<file path="src/rtl/dmem_pkg.sv">
package dmem_pkg;

  localparam int LANES  = 4;
  localparam int LANE_W = 8;
  localparam int WORD_W = LANES * LANE_W;
  localparam int OFS_W  = $clog2(LANES);

  typedef enum logic [1:0] {
    MOP_RD_WORD = 2'b00,
    MOP_ST_BYTE = 2'b01,
    MOP_ST_HALF = 2'b10,
    MOP_ST_WORD = 2'b11
  } mem_op_e;

endpackage

</file>
<file path="src/rtl/dmem_lane_sel.sv">
module dmem_lane_sel
  import dmem_pkg::*;
(
  input  logic             en,
  input  mem_op_e          op,
  input  logic [OFS_W-1:0] ofs,
  output logic [LANES-1:0] lane_we,
  output logic             rd_req
);

  logic st_ok;
  assign st_ok  = en && (op != MOP_RD_WORD);
  assign rd_req = en && (op == MOP_RD_WORD);

  for (genvar i = 0; i < LANES; i++) begin : g_lane
    localparam logic [OFS_W-1:0] LANE_ID = OFS_W'(i);
    logic hit_byte, hit_half, hit_word;
    assign hit_byte = (op == MOP_ST_BYTE) && (ofs == LANE_ID);
    assign hit_half = (op == MOP_ST_HALF) && (ofs[OFS_W-1] == LANE_ID[OFS_W-1]);
    assign hit_word = (op == MOP_ST_WORD);
    assign lane_we[i] = st_ok && (hit_byte || hit_half || hit_word);
  end

endmodule

</file>
<file path="src/rtl/dmem_lane_steer.sv">
module dmem_lane_steer
  import dmem_pkg::*;
(
  input  mem_op_e                   op,
  input  logic [WORD_W-1:0]         wr_data,
  output logic [LANES-1:0][LANE_W-1:0] lane_din
);

  for (genvar i = 0; i < LANES; i++) begin : g_lane
    localparam int HALF_SEL = i % (LANES / 2);
    always_comb begin
      unique case (op)
        MOP_ST_BYTE: lane_din[i] = wr_data[LANE_W-1:0];
        MOP_ST_HALF: lane_din[i] = wr_data[HALF_SEL*LANE_W +: LANE_W];
        default:     lane_din[i] = wr_data[i*LANE_W +: LANE_W];
      endcase
    end
  end

endmodule

</file>
<file path="src/rtl/dmem_lane_ram.sv">
module dmem_lane_ram #(
  parameter int DEPTH = 64,
  parameter int WIDTH = 8,
  localparam int AW   = $clog2(DEPTH)
) (
  input  logic             clk,
  input  logic             rst,
  input  logic             we,
  input  logic             re,
  input  logic [AW-1:0]    idx,
  input  logic [WIDTH-1:0] din,
  output logic [WIDTH-1:0] dout
);

  logic [WIDTH-1:0] mem [DEPTH];

  always_ff @(posedge clk) begin
    if (we) mem[idx] <= din;
  end

  always_ff @(posedge clk) begin
    if (rst)     dout <= '0;
    else if (re) dout <= mem[idx];
  end

endmodule

</file>
<file path="src/rtl/byte_mem_unit.sv">
module byte_mem_unit
  import dmem_pkg::*;
#(
  parameter int ADDR_W      = 32,
  parameter int DEPTH_WORDS = 64
) (
  input  logic              clk,
  input  logic              rst,
  input  logic              mem_en,
  input  logic [1:0]        mem_op,
  input  logic [ADDR_W-1:0] addr,
  input  logic [31:0]       wr_data,
  output logic [31:0]       rd_data
);

  localparam int IDX_W = $clog2(DEPTH_WORDS);

  mem_op_e                      op;
  logic [IDX_W-1:0]             word_idx;
  logic [LANES-1:0]             lane_we;
  logic                         rd_req;
  logic [LANES-1:0][LANE_W-1:0] lane_din;
  logic [LANES-1:0][LANE_W-1:0] lane_dout;
  logic                         unused_addr_hi;

  assign op             = mem_op_e'(mem_op);
  assign word_idx       = addr[IDX_W+OFS_W-1:OFS_W];
  assign unused_addr_hi = ^addr[ADDR_W-1:IDX_W+OFS_W];

  dmem_lane_sel u_sel (
    .en      (mem_en),
    .op      (op),
    .ofs     (addr[OFS_W-1:0]),
    .lane_we (lane_we),
    .rd_req  (rd_req)
  );

  dmem_lane_steer u_steer (
    .op       (op),
    .wr_data  (wr_data),
    .lane_din (lane_din)
  );

  for (genvar i = 0; i < LANES; i++) begin : g_bank
    dmem_lane_ram #(.DEPTH(DEPTH_WORDS), .WIDTH(LANE_W)) u_ram (
      .clk  (clk),
      .rst  (rst),
      .we   (lane_we[i]),
      .re   (rd_req),
      .idx  (word_idx),
      .din  (lane_din[i]),
      .dout (lane_dout[i])
    );
  end

  assign rd_data = lane_dout;

endmodule

</file>
<file path="config.mk">
export PLATFORM = sky130hd
export DESIGN_NAME = byte_mem_unit
export DESIGN_NICKNAME = d
export VERILOG_FILES = /design/src/rtl/dmem_pkg.sv /design/src/rtl/dmem_lane_sel.sv /design/src/rtl/dmem_lane_steer.sv /design/src/rtl/dmem_lane_ram.sv /design/src/rtl/byte_mem_unit.sv
export SDC_FILE = /design/constraint.sdc
export NUM_CORES = 2
export LEC_CHECK = 0
export BUFFER_PORTS_ARGS = -buffer_cell sky130_fd_sc_hd__buf_4
export CAP_MARGIN = 10
export CORE_MARGIN = 5
export CORE_UTILIZATION = 61
export CTS_CLUSTER_DIAMETER = 40
export CTS_CLUSTER_SIZE = 14
export DETAILED_ROUTE_END_ITERATION = 10
export PLACE_DENSITY_LB_ADDON = 0.2
export SYNTH_ARGS = -nofsm -noshare
export SYNTH_HDL_FRONTEND = slang
export SYNTH_HIERARCHICAL = 1
export SYNTH_SLANG_ARGS = --single-unit
</file>
<file path="constraint.sdc">
create_clock -name clk -period 6.85 [get_ports clk]
set_input_delay 1.7125 -clock clk [delete_from_list [all_inputs] [get_ports clk]]
set_output_delay 1.7125 -clock clk [all_outputs]
set_load 0.01 [all_outputs]
</file>
==> results.toml <==
[power]
p_per_area_mw_per_mm2 = 302.3
switchingPower_uw = 6068
p_int_uw = 21660
p_clk_share_pct = 42.9
switching_share_pct = 21.89
power.leakage_uw = 0.02890
seqPwrFrac_pct = 51.2
comb_power_share_pct = 5.9
ir_worst_vdd_v = 0.0002488

[cts]
numCtsBuffers = 211
clock_latency_ns = 0.84
cts-root-buf = "clkbuf_16"
cts_tree = "built"
clkTransAtPathRegs_ns = 0.06
cts_sinks = 2080
ctsHoldBuffers = 0
ctsResizeCount = 0
h-tree-depth = 4
clk_path_buf_depth = 3
postCtsSetupRepairBufs = 0

[worst_setup_path]
reg2reg_slack_ns = 4.22
crit_family = "simple AND/OR/NAND/NOR gates"
r2r-end = "g_bank[1].u_ram/dout[5]$_SDFFE_PP0P_"
arrival_ns = 4.95
reg2reg_from = "g_bank[1].u_ram/mem[20][5]$_DFFE_PP_"
crit_slowest_cell = "nor2_2"
crit_chain = "buf_8, nor2_2, nand3_1, nor2_1"
worst-setup-path-type = "input port to register"
worst_path_largest_cell_delay_ns = 1.02
cp_num_buf_inv = 1
endpoint_kind = "register"
r2r_cells = 6
crit_path_max_fanout = 68
cp.depth = 4
worstSetupStartpoint = "addr[3]"
critPathCapture = "g_bank[2].u_ram/mem[60][2]$_DFFE_PP_"
cp_data_required_time_ns = 7.30
critPathLaunchType = "input port"

[hold_path]
worstHoldPathType = "register to register"

[die]
die_area_sq_mm = 0.1422
core-area_sq_mm = 0.1336
die_width_um = 377.1
io_pins = 101
fp-row-count = 134
start_util_pct = 61.53
fp.dieH_um = 377.1

[sta]
slew_viol_final = 0
slew_headroom_pct = 13.09
skew_ns = 0.02760
fmax_ghz = 0.2222
post-route-period-util_pct = 65.71
worst_slew_pin_slew_ns = 1.304
hold_viol = 0
rsz0062_at_grt = "no"
period_minus_slack_ns = 4.501
fin_setup_tns_ns = 0
setup_viol = 0

[drt]
via_per_inst = 7.016
num_vias = 47670
postRouteAntennaNets = 0
wirelength_um = 219800
drtIter0Drc = 7217
remaining_drc_errors = 0
drt_first_pass_iters = 8
wire_per_inst_um = 32.35

[flow_run]
maxCapViolations = 0

[yosys]
synth-seq-cells = 2080
synth_area_leaders = "edfxtp_1, mux2i_1, mux2_2"
async_flop_share_pct = 0
synth_top_area_share_pct = 74.80
ys.flop_type = "edfxtp_1"
synth.distinct_cells = 59
syn_area_sq_mm = 0.08222
yosysMostFrequentCell = "edfxtp_1"
syn_inst = 4754
syn-num-nets = 4825
ys_seq_area_share_pct = 75.58
yosys-top-cells-count = "edfxtp_1, nor2_1, mux2i_1"
syn_avg_cell_area_sq_um = 17.29
synth_area_leader_cell = "edfxtp_1"
synth_edf_count = 2048
yosys_warnings = 6

[place]
placed_cells = 6399
io_buffer_count = 76
hpwl_um = 127300
place_congestion = 0.8825

[cells_and_area]
fin_util_pct = 68.63
stdcell_count = 6794
area_delta_synth_final_pct = 11.54
nets = 4915
drive_gt1_share_pct = 18.62

[grt]
use_met2_pct = 46.51
grt_pass1_wl_um = 319200
grt.overflow.total = 0
grt_pass1_vias = 46278
antenna_found_initial = 7
use_met3_pct = 8.205
top_usage_layer = "met2"
grt_max_degree = 86
grt_use_total_pct = 30.81
met1_usage_pct = 44.27

[outcome]
status = "completed"
==> how the worst min path moves through the flow <==
stage | slack, ns | end | cells past startpoint | from
global route | 0.53 | g_bank[0].u_ram/dout[0]$_SDFFE_PP0P_ | 2 | g_bank[0].u_ram/dout[0]$_SDFFE_PP0P_
global placement | 0.51 | g_bank[3].u_ram/dout[4]$_SDFFE_PP0P_ | 2 | g_bank[3].u_ram/dout[4]$_SDFFE_PP0P_
CTS | 0.53 | g_bank[1].u_ram/dout[4]$_SDFFE_PP0P_ | 2 | g_bank[1].u_ram/dout[4]$_SDFFE_PP0P_
floorplan | 0.50 | g_bank[0].u_ram/dout[0]$_SDFFE_PP0P_ | 2 | g_bank[0].u_ram/dout[0]$_SDFFE_PP0P_
finish | 0.52 | g_bank[0].u_ram/dout[5]$_SDFFE_PP0P_ | 2 | g_bank[0].u_ram/dout[5]$_SDFFE_PP0P_
detailed placement | 0.52 | g_bank[1].u_ram/dout[4]$_SDFFE_PP0P_ | 2 | g_bank[1].u_ram/dout[4]$_SDFFE_PP0P_
==> cell type report <==
cell class / instances / area, sq um
timing repair buffer: 215 / 1757
multi-input combinational: 2322 / 18270
tap: 1768 / 2212
clock buffer: 248 / 5659
antenna: 4 / 10.01
sequential: 2080 / 62140
inverter: 14 / 52.55
fill: 8557 / 41920
clock inverter: 143 / 1609
==> stage by stage <==
step	power (uW)	cell area (sq um)	hold WS [ns]	setup slack, ns
finish	27720	91700	0.5237	2.349
global route	28460	91690	0.5321	2.393
CTS	27790	91690	0.5252	2.562
detailed placement	16070	84430	0.5171	1.729
global placement	16030	84400	0.5100	1.739
floorplan	15420	82220	0.5032	1.283
==> routing by layer <==
metal	wire [um]	part of all wire [%]
met3	29070	13
met4	8280	3.8
met1	82710	38
met5	0	0
met2	99710	45
==> worst reg2reg max path: stages, from the launching register on <==
cell and delay (ns):
edfxtp_1 0.36, mux4_1 0.48, mux2i_1 0.39, o22ai_1 0.20, or4b_1 0.58, a211oi_1 0.34
a311oi_1 0.15
==> sequential cells by signal, summed over array words and instances (netlist names) <==
register	cells
g_bank.u_ram/mem	2048
g_bank.u_ram/dout	32
==> cell usage in the layout (no fill, tap or decap), types with 102 or more instances in the layout <==
cell / netlist / final
a221oi_1: 252 / 252
nor2_1: 384 / 384
mux2i_1: 280 / 280
buf_4: 60 / 203
mux2_2: 226 / 226
a22oi_1: 200 / 200
nand2_1: 131 / 131
edfxtp_1: 2048 / 2048
clkbuf_16: 0 / 219
o22ai_1: 102 / 102
==> cells by family (layout without fill, tap and decap cells) <==
group / Yosys count / count (layout) / share of synthesized area, %
buffers and inverters: 352 / 620 / 2.357
muxes: 604 / 604 / 9.097
and+or+nand+nor: 723 / 723 / 3.887
DFF: 2080 / 2080 / 75.58
other: 0 / 4 / 0
AOI/OAI and AO/OA: 993 / 993 / 9.051
adders and majority gates: 2 / 2 / 0.03043
==> power by group through the flow <==
stage	registers, uW	logic, uW	clock network (uW)
2_1_floorplan	14500	944	0
3_5_place_dp	14500	1590	0
4_1_cts	14200	1600	12000
5_1_grt	14200	1700	12600
3_3_place_gp	14500	1560	0
6_report	14200	1640	11900
Power figures use the tool's default switching activity.
